**src/rtl/irq_bank_pkg.sv**
```systemverilog
package irq_bank_pkg;

  // Register selected by the current bus address
  typedef enum logic [2:0] {
    SEL_NONE   = 3'd0,
    SEL_EV_SET = 3'd1,
    SEL_EV_CLR = 3'd2,
    SEL_MK_SET = 3'd3,
    SEL_MK_CLR = 3'd4
  } reg_sel_e;

  // Byte offsets of the four words relative to the bank base
  localparam int OFF_EV_SET = 0;
  localparam int OFF_EV_CLR = 4;
  localparam int OFF_MK_SET = 8;
  localparam int OFF_MK_CLR = 12;

endpackage

```
**src/rtl/irq_rst_sync.sv**
```systemverilog
module irq_rst_sync #(
  parameter int STAGES = 2
) (
  input  logic clk,
  input  logic rst_n,
  output logic rst_sync_n
);

  logic [STAGES-1:0] sync_q;
  logic [STAGES-1:0] sync_d;

  always_comb begin
    sync_d = {sync_q[STAGES-2:0], 1'b1};
  end

  always_ff @(posedge clk or negedge rst_n) begin
    if (!rst_n) begin
      sync_q <= '0;
    end else begin
      sync_q <= sync_d;
    end
  end

  assign rst_sync_n = sync_q[STAGES-1];

endmodule

```
**src/rtl/irq_rise_detect.sv**
```systemverilog
module irq_rise_detect #(
  parameter int WIDTH = 8
) (
  input  logic             clk,
  input  logic             rst_n,
  input  logic [WIDTH-1:0] req_i,
  output logic [WIDTH-1:0] rise_o
);

  logic [WIDTH-1:0] hist_q;
  logic [WIDTH-1:0] hist_d;
  logic             primed_q;

  // History is only trusted after one sample taken out of reset
  always_comb begin
    hist_d = req_i;
    rise_o = req_i & ~hist_q & {WIDTH{primed_q}};
  end

  always_ff @(posedge clk or negedge rst_n) begin
    if (!rst_n) begin
      hist_q   <= '0;
      primed_q <= 1'b0;
    end else begin
      hist_q   <= hist_d;
      primed_q <= 1'b1;
    end
  end

endmodule

```
**src/rtl/irq_w1sc_reg.sv**
```systemverilog
module irq_w1sc_reg #(
  parameter int WIDTH = 8
) (
  input  logic             clk,
  input  logic             rst_n,
  input  logic [WIDTH-1:0] set_i,
  input  logic [WIDTH-1:0] clr_i,
  output logic [WIDTH-1:0] q_o
);

  logic [WIDTH-1:0] q_q;
  logic [WIDTH-1:0] q_d;
  logic             en;

  // Set is applied after clear, so a set on the same bit wins
  always_comb begin
    q_d = (q_q & ~clr_i) | set_i;
    en  = (|set_i) | (|clr_i);
  end

  always_ff @(posedge clk or negedge rst_n) begin
    if (!rst_n) begin
      q_q <= '0;
    end else if (en) begin
      q_q <= q_d;
    end
  end

  assign q_o = q_q;

endmodule

```
**src/rtl/irq_bus_decode.sv**
```systemverilog
module irq_bus_decode
  import irq_bank_pkg::*;
#(
  parameter int                ADDR_W    = 8,
  parameter logic [ADDR_W-1:0] BASE_ADDR = 8'h90
) (
  input  logic [ADDR_W-1:0] bus_addr,
  output reg_sel_e          sel_o
);

  logic [ADDR_W-1:0] off;

  always_comb begin
    off   = bus_addr - BASE_ADDR;
    sel_o = SEL_NONE;
    case (off)
      ADDR_W'(OFF_EV_SET): sel_o = SEL_EV_SET;
      ADDR_W'(OFF_EV_CLR): sel_o = SEL_EV_CLR;
      ADDR_W'(OFF_MK_SET): sel_o = SEL_MK_SET;
      ADDR_W'(OFF_MK_CLR): sel_o = SEL_MK_CLR;
      default:             sel_o = SEL_NONE;
    endcase
  end

endmodule

```
**src/rtl/isotx_irq_bank.sv**
```systemverilog
module isotx_irq_bank
  import irq_bank_pkg::*;
#(
  parameter int                NUM_CTX     = 8,
  parameter int                DATA_W      = 32,
  parameter int                ADDR_W      = 8,
  parameter logic [ADDR_W-1:0] BASE_ADDR   = 8'h90,
  parameter int                SYNC_STAGES = 2
) (
  input  logic               clk,
  input  logic               rst_n,
  input  logic [NUM_CTX-1:0] req_irq,
  input  logic [ADDR_W-1:0]  bus_addr,
  input  logic               bus_wr,
  input  logic [DATA_W-1:0]  bus_wdata,
  output logic [DATA_W-1:0]  bus_rdata,
  output logic               irq_out
);

  logic               rst_sync_n;
  logic [NUM_CTX-1:0] rise;
  logic [NUM_CTX-1:0] wbits;
  logic [NUM_CTX-1:0] ev_set;
  logic [NUM_CTX-1:0] ev_clr;
  logic [NUM_CTX-1:0] mk_set;
  logic [NUM_CTX-1:0] mk_clr;
  logic [NUM_CTX-1:0] ev_q;
  logic [NUM_CTX-1:0] mk_q;
  logic [NUM_CTX-1:0] rd_bits;
  logic               unused_wdata_hi;
  reg_sel_e           sel;

  irq_rst_sync #(.STAGES(SYNC_STAGES)) u_rst_sync (
    .clk        (clk),
    .rst_n      (rst_n),
    .rst_sync_n (rst_sync_n)
  );

  irq_rise_detect #(.WIDTH(NUM_CTX)) u_rise (
    .clk    (clk),
    .rst_n  (rst_sync_n),
    .req_i  (req_irq),
    .rise_o (rise)
  );

  irq_bus_decode #(.ADDR_W(ADDR_W), .BASE_ADDR(BASE_ADDR)) u_dec (
    .bus_addr (bus_addr),
    .sel_o    (sel)
  );

  // Per-word write strobes; reserved upper write bits are dropped
  always_comb begin
    wbits  = bus_wdata[NUM_CTX-1:0];
    ev_set = (bus_wr && sel == SEL_EV_SET) ? wbits : '0;
    ev_clr = (bus_wr && sel == SEL_EV_CLR) ? wbits : '0;
    mk_set = (bus_wr && sel == SEL_MK_SET) ? wbits : '0;
    mk_clr = (bus_wr && sel == SEL_MK_CLR) ? wbits : '0;
  end

  assign unused_wdata_hi = ^bus_wdata[DATA_W-1:NUM_CTX];

  irq_w1sc_reg #(.WIDTH(NUM_CTX)) u_ev (
    .clk   (clk),
    .rst_n (rst_sync_n),
    .set_i (ev_set | rise),
    .clr_i (ev_clr),
    .q_o   (ev_q)
  );

  irq_w1sc_reg #(.WIDTH(NUM_CTX)) u_mk (
    .clk   (clk),
    .rst_n (rst_sync_n),
    .set_i (mk_set),
    .clr_i (mk_clr),
    .q_o   (mk_q)
  );

  always_comb begin
    case (sel)
      SEL_EV_SET:             rd_bits = ev_q;
      SEL_EV_CLR:             rd_bits = ev_q & mk_q;
      SEL_MK_SET, SEL_MK_CLR: rd_bits = mk_q;
      default:                rd_bits = '0;
    endcase
    bus_rdata                = '0;
    bus_rdata[NUM_CTX-1:0]   = rd_bits;
  end

  assign irq_out = |(ev_q & mk_q);

endmodule

```
**config.mk**
```make
export PLATFORM = sky130hd
export DESIGN_NAME = isotx_irq_bank
export DESIGN_NICKNAME = d
export VERILOG_FILES = /design/src/rtl/irq_bank_pkg.sv /design/src/rtl/irq_rst_sync.sv /design/src/rtl/irq_rise_detect.sv /design/src/rtl/irq_w1sc_reg.sv /design/src/rtl/irq_bus_decode.sv /design/src/rtl/isotx_irq_bank.sv
export SDC_FILE = /design/constraint.sdc
export NUM_CORES = 1
export LEC_CHECK = 0
export BUFFER_PORTS_ARGS = -buffer_cell sky130_fd_sc_hd__buf_2
export CAP_MARGIN = 20
export CORE_ASPECT_RATIO = 1.4
export CORE_MARGIN = 4
export CORE_UTILIZATION = 30
export CTS_BUF_LIST = sky130_fd_sc_hd__clkbuf_8
export CTS_CLUSTER_DIAMETER = 60
export CTS_CLUSTER_SIZE = 10
export DETAILED_ROUTE_END_ITERATION = 10
export GPL_TIMING_DRIVEN = 0
export SYNTH_ARGS = -nofsm -noshare
export SYNTH_HDL_FRONTEND = slang
export SYNTH_SLANG_ARGS = --single-unit
```
**constraint.sdc**
```tcl
create_clock -name clk -period 3.2 [get_ports clk]
set_clock_uncertainty 0.05 [all_clocks]
set_input_delay 0.64 -clock clk [delete_from_list [all_inputs] [get_ports clk]]
set_output_delay 0.64 -clock clk [all_outputs]
set_load 0.02 [all_outputs]
```
; ---- Word-level counts from Yosys, hierarchy flattened
; Index checks and enable logic that the tools add are counted.
[word_totals]
output_inout_bits = 33
wordCells = 43
in_bits = 51
ff_bits = 27
[op_classes]
muxes = 6
n_eq_ne = 7
bitwise = 13
n_addsub = 1
n_reduce_logical = 11
[ops]
columns = cell, n
row1 = bitwise AND 8 bit, 5
row2 = OR reduction 8 bit, 5
row3 = 2-to-1 mux 8 bit, 4
row4 = NOT 8 bit, 3
row5 = bitwise OR 8 bit, 3
row6 = case mux 8 bit (3 select lines), 1
row7 = == test 8 x 4 -> 1 bit (second input constant), 2
row8 = case mux 3 bit (4 select lines), 1
row9 = == test 8 x 3 -> 1 bit (second input constant), 1
row10 = logical NOT 8 bit, 1
row11 = subtractor 8 bit (second input constant), 1
row12 = == test 3 x 2 -> 1 bit (second input constant), 2
row13 = logical AND 1 bit, 4
row14 = == test 3 x 1 -> 1 bit (second input constant), 1
row15 = == test 3 bit (second input constant), 1
row16 = bitwise OR 1 bit, 2
row17 = OR reduction 2 bit, 1

; ---- Longest topological paths before layout
[depth]
ltp_word = 9
ltp_mapped = 5
depth_no_buf = 3

; ---- By module
; Synthesis repeated with hierarchy kept, for this count alone.
[unflattened]
cells_unflattened = 184
area_unflattened_um2 = 1830.5
[by_module_without_submodules]
columns = mod, n_inst, cells_each, area_each_um2, seq_area_each_um2
row1 = isotx_irq_bank, 1, 108, 849.6, 0.0
row2 = irq_w1sc_reg, 2, 24, 290.3, 200.2
row3 = irq_rise_detect, 1, 18, 299.0, 225.2
row4 = irq_rst_sync, 1, 3, 53.8, 50.0
row5 = irq_bus_decode, 1, 7, 47.5, 0.0

; ---- Least setup slack after synthesis
; No wires, ideal clock.
[synth_path]
path_kind = input to output
from = in bus_addr[5]
to = out bus_rdata[0]
arrival_ns = 1.552
slack_ns = 0.958
path_stages = 4
path_buffers = 1
required_ns = 2.510
path_cell_list = and4bb_2 > buf_6 > nand2_1 > nor2_1
[synth_via]
elab_chain_cells = 6
elab_cells_between_ends = 12
classes_between = add/sub: 1 / eq/ne: 7 / mux: 2 / reduce/logical: 2
[synth_rtl]
columns = element, line_no
row1 = start: declaration, isotx_irq_bank.sv:13  ; input logic [ADDR_W-1:0] bus_addr,
row2 = subtractor 8 bit *, irq_bus_decode.sv:14  ; off = bus_addr - BASE_ADDR;
row3 = "== test 8 x 4 -> 1 bit, or another cell as far along", irq_bus_decode.sv:16  ; case (off)
row4 = case mux 3 bit (4 select lines) *, irq_bus_decode.sv:16
row5 = == test 3 x 2 -> 1 bit or == test 3 bit (tied branches), isotx_irq_bank.sv:79  ; case (sel)
row6 = OR reduction 2 bit, isotx_irq_bank.sv:79
row7 = case mux 8 bit (3 select lines) *, isotx_irq_bank.sv:79
row8 = end: declaration, isotx_irq_bank.sv:16  ; output logic [DATA_W-1:0] bus_rdata,
; Mark *: on every way between the ends. The rest lies on a longest branch, timed or not.

; ---- Worst setup path after layout
[layout_path]
from = in bus_addr[5]
to = out bus_rdata[7]
; The elaborated chain is that of the path after synthesis.

==> results.tsv <==
metric	value	unit
largest net degree at the start of global routing	26	
period utilisation layout	75.6	%
DRC	0	
Synth area leader	dfrtp_1	
CTS resizes	0	
# setup viols final	0	
register area	676	sq um
Final GP Congestion	0.753	
vias in the first global route	1170	
die height	94.8	microns
detailed router's first-iteration violation count	20	
CTS buffer count	3	
Tot Pwr	688	uW
critical path capture point type	output pin	
Syn Std Cell Area	1610	sq um
Max-Cap Viols	0	
grt total ovfl	0	
Seq/Total Area, Yosys	41.9	%
peak supply drop	0.306	mV
Int Pwr	497	uW
antenna viol nets, final	0	
Clock Pin Slew Worst Setup and Hold Paths	0.09	ns
post-synth top area share	41.9	%
Worst EP required	2.51	ns
post-CTS setup repair buffer count	0	
n_diodes	0	
layout cell share with drive strength beyond 1	37.3	%
P&R area growth vs syn	25.2	%
area occupied by multi-input gates	707	sq um
Synth warnings	0	
status	finished clean	
Max Root-Sink Buffers	2	
Yosys cell types	24	
site row count	31	
f_max	0.414	GHz
core area	5200	sq um
sw frac	27.8	%
fin nets	269	
Fin. Hold Viols	0	
ranking of synthesized cells by area	dfrtp_1, buf_4, mux2i_1, nand3_2, nand4b_1	
arrival time at the worst endpoint	1.73	ns
Die ar.	6630	sq um
Final min period	2.42	ns
# IOs	84	
Synth Area per Inst	10.3	sq um
Commonest cells post-synth	buf_4, dfrtp_1, inv_1, nor2_1	
combinational share of power	18.8	%
Design Area, Final	2020	sq um
first-pass GRT wire length	5.51	mm
cts hold-fix bufs	0	
crit-path max FO	10	
Util after Layout	38.9	%
initial core utilization	31.0	%
Detailed Place HPWL	2.78	mm
max-slew violations	0	
fraction of registers with async set/reset	100	%
Post-synth EDFFs	0	
PortBufs	32	
HP Class	reg2async	
RSZ-0062 raised after global routing	no	
fill cell count	555	
Leak	1.01	nW
kind of critical path	in2out	
ys flop type	dfrtp_1	
Post-Route Setup TNS	0	ns
clk_lat worst skew	0.28	ns
CTS tree	done	
CTS root buf	clkbuf_8	
net switching power	191	uW
DR WL/cell	12.2	microns
vias post-DR	1228	
cells after synthesis	156	
final wirelength	3.46	mm
vias per cell	4.34	
Post-DP Area	1950	sq um
# clock sinks	27	
crit start category	primary input	
Clock Power Share	28.8	%
GR Util All Layers	10.3	%
initial antenna violation count	0	
router iterations before antenna repair	4	
Cell Pwr Density	341	nW/um^2
H-tree depth reported by CTS	1	
Seq pwr share	52.5	%
die width	70.0	microns
Seq cells post-synth	27	
==> layout make-up <==
type | count | share of cell area (%)
Multi-Input combinational cell | 103 | 35.0
Sequential cell | 27 | 33.5
Buffer | 34 | 12.9
Timing Repair Buffer | 33 | 9.29
Tap cell | 66 | 4.09
Inverter | 16 | 2.97
Clock buffer | 3 | 2.04
Clock inverter | 1 | 0.248
==> cell families (layout without fill, tap and decap cells) <==
logic type             Yosys count  in the layout  synth area share (%)
other                            2             26                 0.466
and+or+nand+nor                 41             41                  20.4
muxes                            8              8                  4.97
buffers and inverters           50             87                  19.9
DFF                             27             27                  41.9
AOI/OAI and AO/OA               28             28                  12.4
==> layout by cell type (no fill, tap or decap), types with 2 or more instances in the layout <==
cell type / instances
nand3b_1: 8
clkbuf_8: 3
nand3_2: 8
nor2_1: 9
buf_2: 33
o211ai_1: 8
mux2i_1: 8
conb_1: 26
nand4b_1: 8
o22ai_1: 8
buf_6: 4
buf_1: 2
o31ai_1: 8
a22oi_1: 4
inv_1: 16
buf_4: 27
dfrtp_1: 27
==> routing by layer <==
layer	track usage [%]	up-vias	part of all wire [%]
li1	-	625	-
met1	11.9	559	42
met5	0	-	0
met3	1.60	5	6.4
met4	4.31	0	1.6
met2	18.9	39	50
==> worst max-delay path, stage by stage <==
cell and delay (ns):
buf_2 0.10, and4bb_2 0.29, buf_6 0.16, nand2_1 0.19, nor2_1 0.16, buf_2 0.17
==> metrics by stage <==
| step | cells | hold WS (ns) | worst slack [ns] |
|---|---|---|---|
| 6_report | 283 | 0.0538 | 0.782 |
| 2_1_floorplan | 180 | 0.271 | 0.958 |
| 3_3_place_gp | 278 | 0.285 | 0.756 |
| 3_5_place_dp | 278 | 0.291 | 0.742 |
| 5_1_grt | 283 | 0.0663 | 0.636 |
| 4_1_cts | 282 | 0.0710 | 0.741 |
==> power groups by stage <==
stage	Sequential [mW]	Combinational, mW	Clock (mW)
after detailed placement	0.373	0.120	0
after global routing	0.363	0.142	0.219
after floorplan	0.369	0.0899	0
final	0.361	0.129	0.198
after global placement	0.373	0.119	0
after CTS	0.366	0.120	0.202
==> worst paths after layout <==
kind,from,endpoint,slack (ns),cells past startpoint
max reg2reg,u_rise.primed_q$_DFF_PN0_,u_ev.q_o[1]$_DFFE_PN0P_,2.21,3
max in group asynchronous,u_rst_sync.sync_q[1]$_DFF_PN0_,u_ev.q_o[2]$_DFFE_PN0P_,2.66,1
min in group clk,u_rst_sync.sync_q[0]$_DFF_PN0_,u_rst_sync.sync_q[1]$_DFF_PN0_,0.31,0
min reg2reg,u_rst_sync.sync_q[1]$_DFF_PN0_,u_ev.q_o[0]$_DFFE_PN0P_,0.05,0
max,bus_addr[5],bus_rdata[7],0.78,6
min,u_rst_sync.sync_q[1]$_DFF_PN0_,u_ev.q_o[0]$_DFFE_PN0P_,0.05,0
==> flip-flops by register name (all words and copies together) (netlist names) <==
name	cells
u_rise.primed_q	1
u_rst_sync.sync_q	2
u_mk.q_o	8
u_ev.q_o	8
u_rise.hist_q	8
Note: power is estimated with default switching activity, not from simulation.
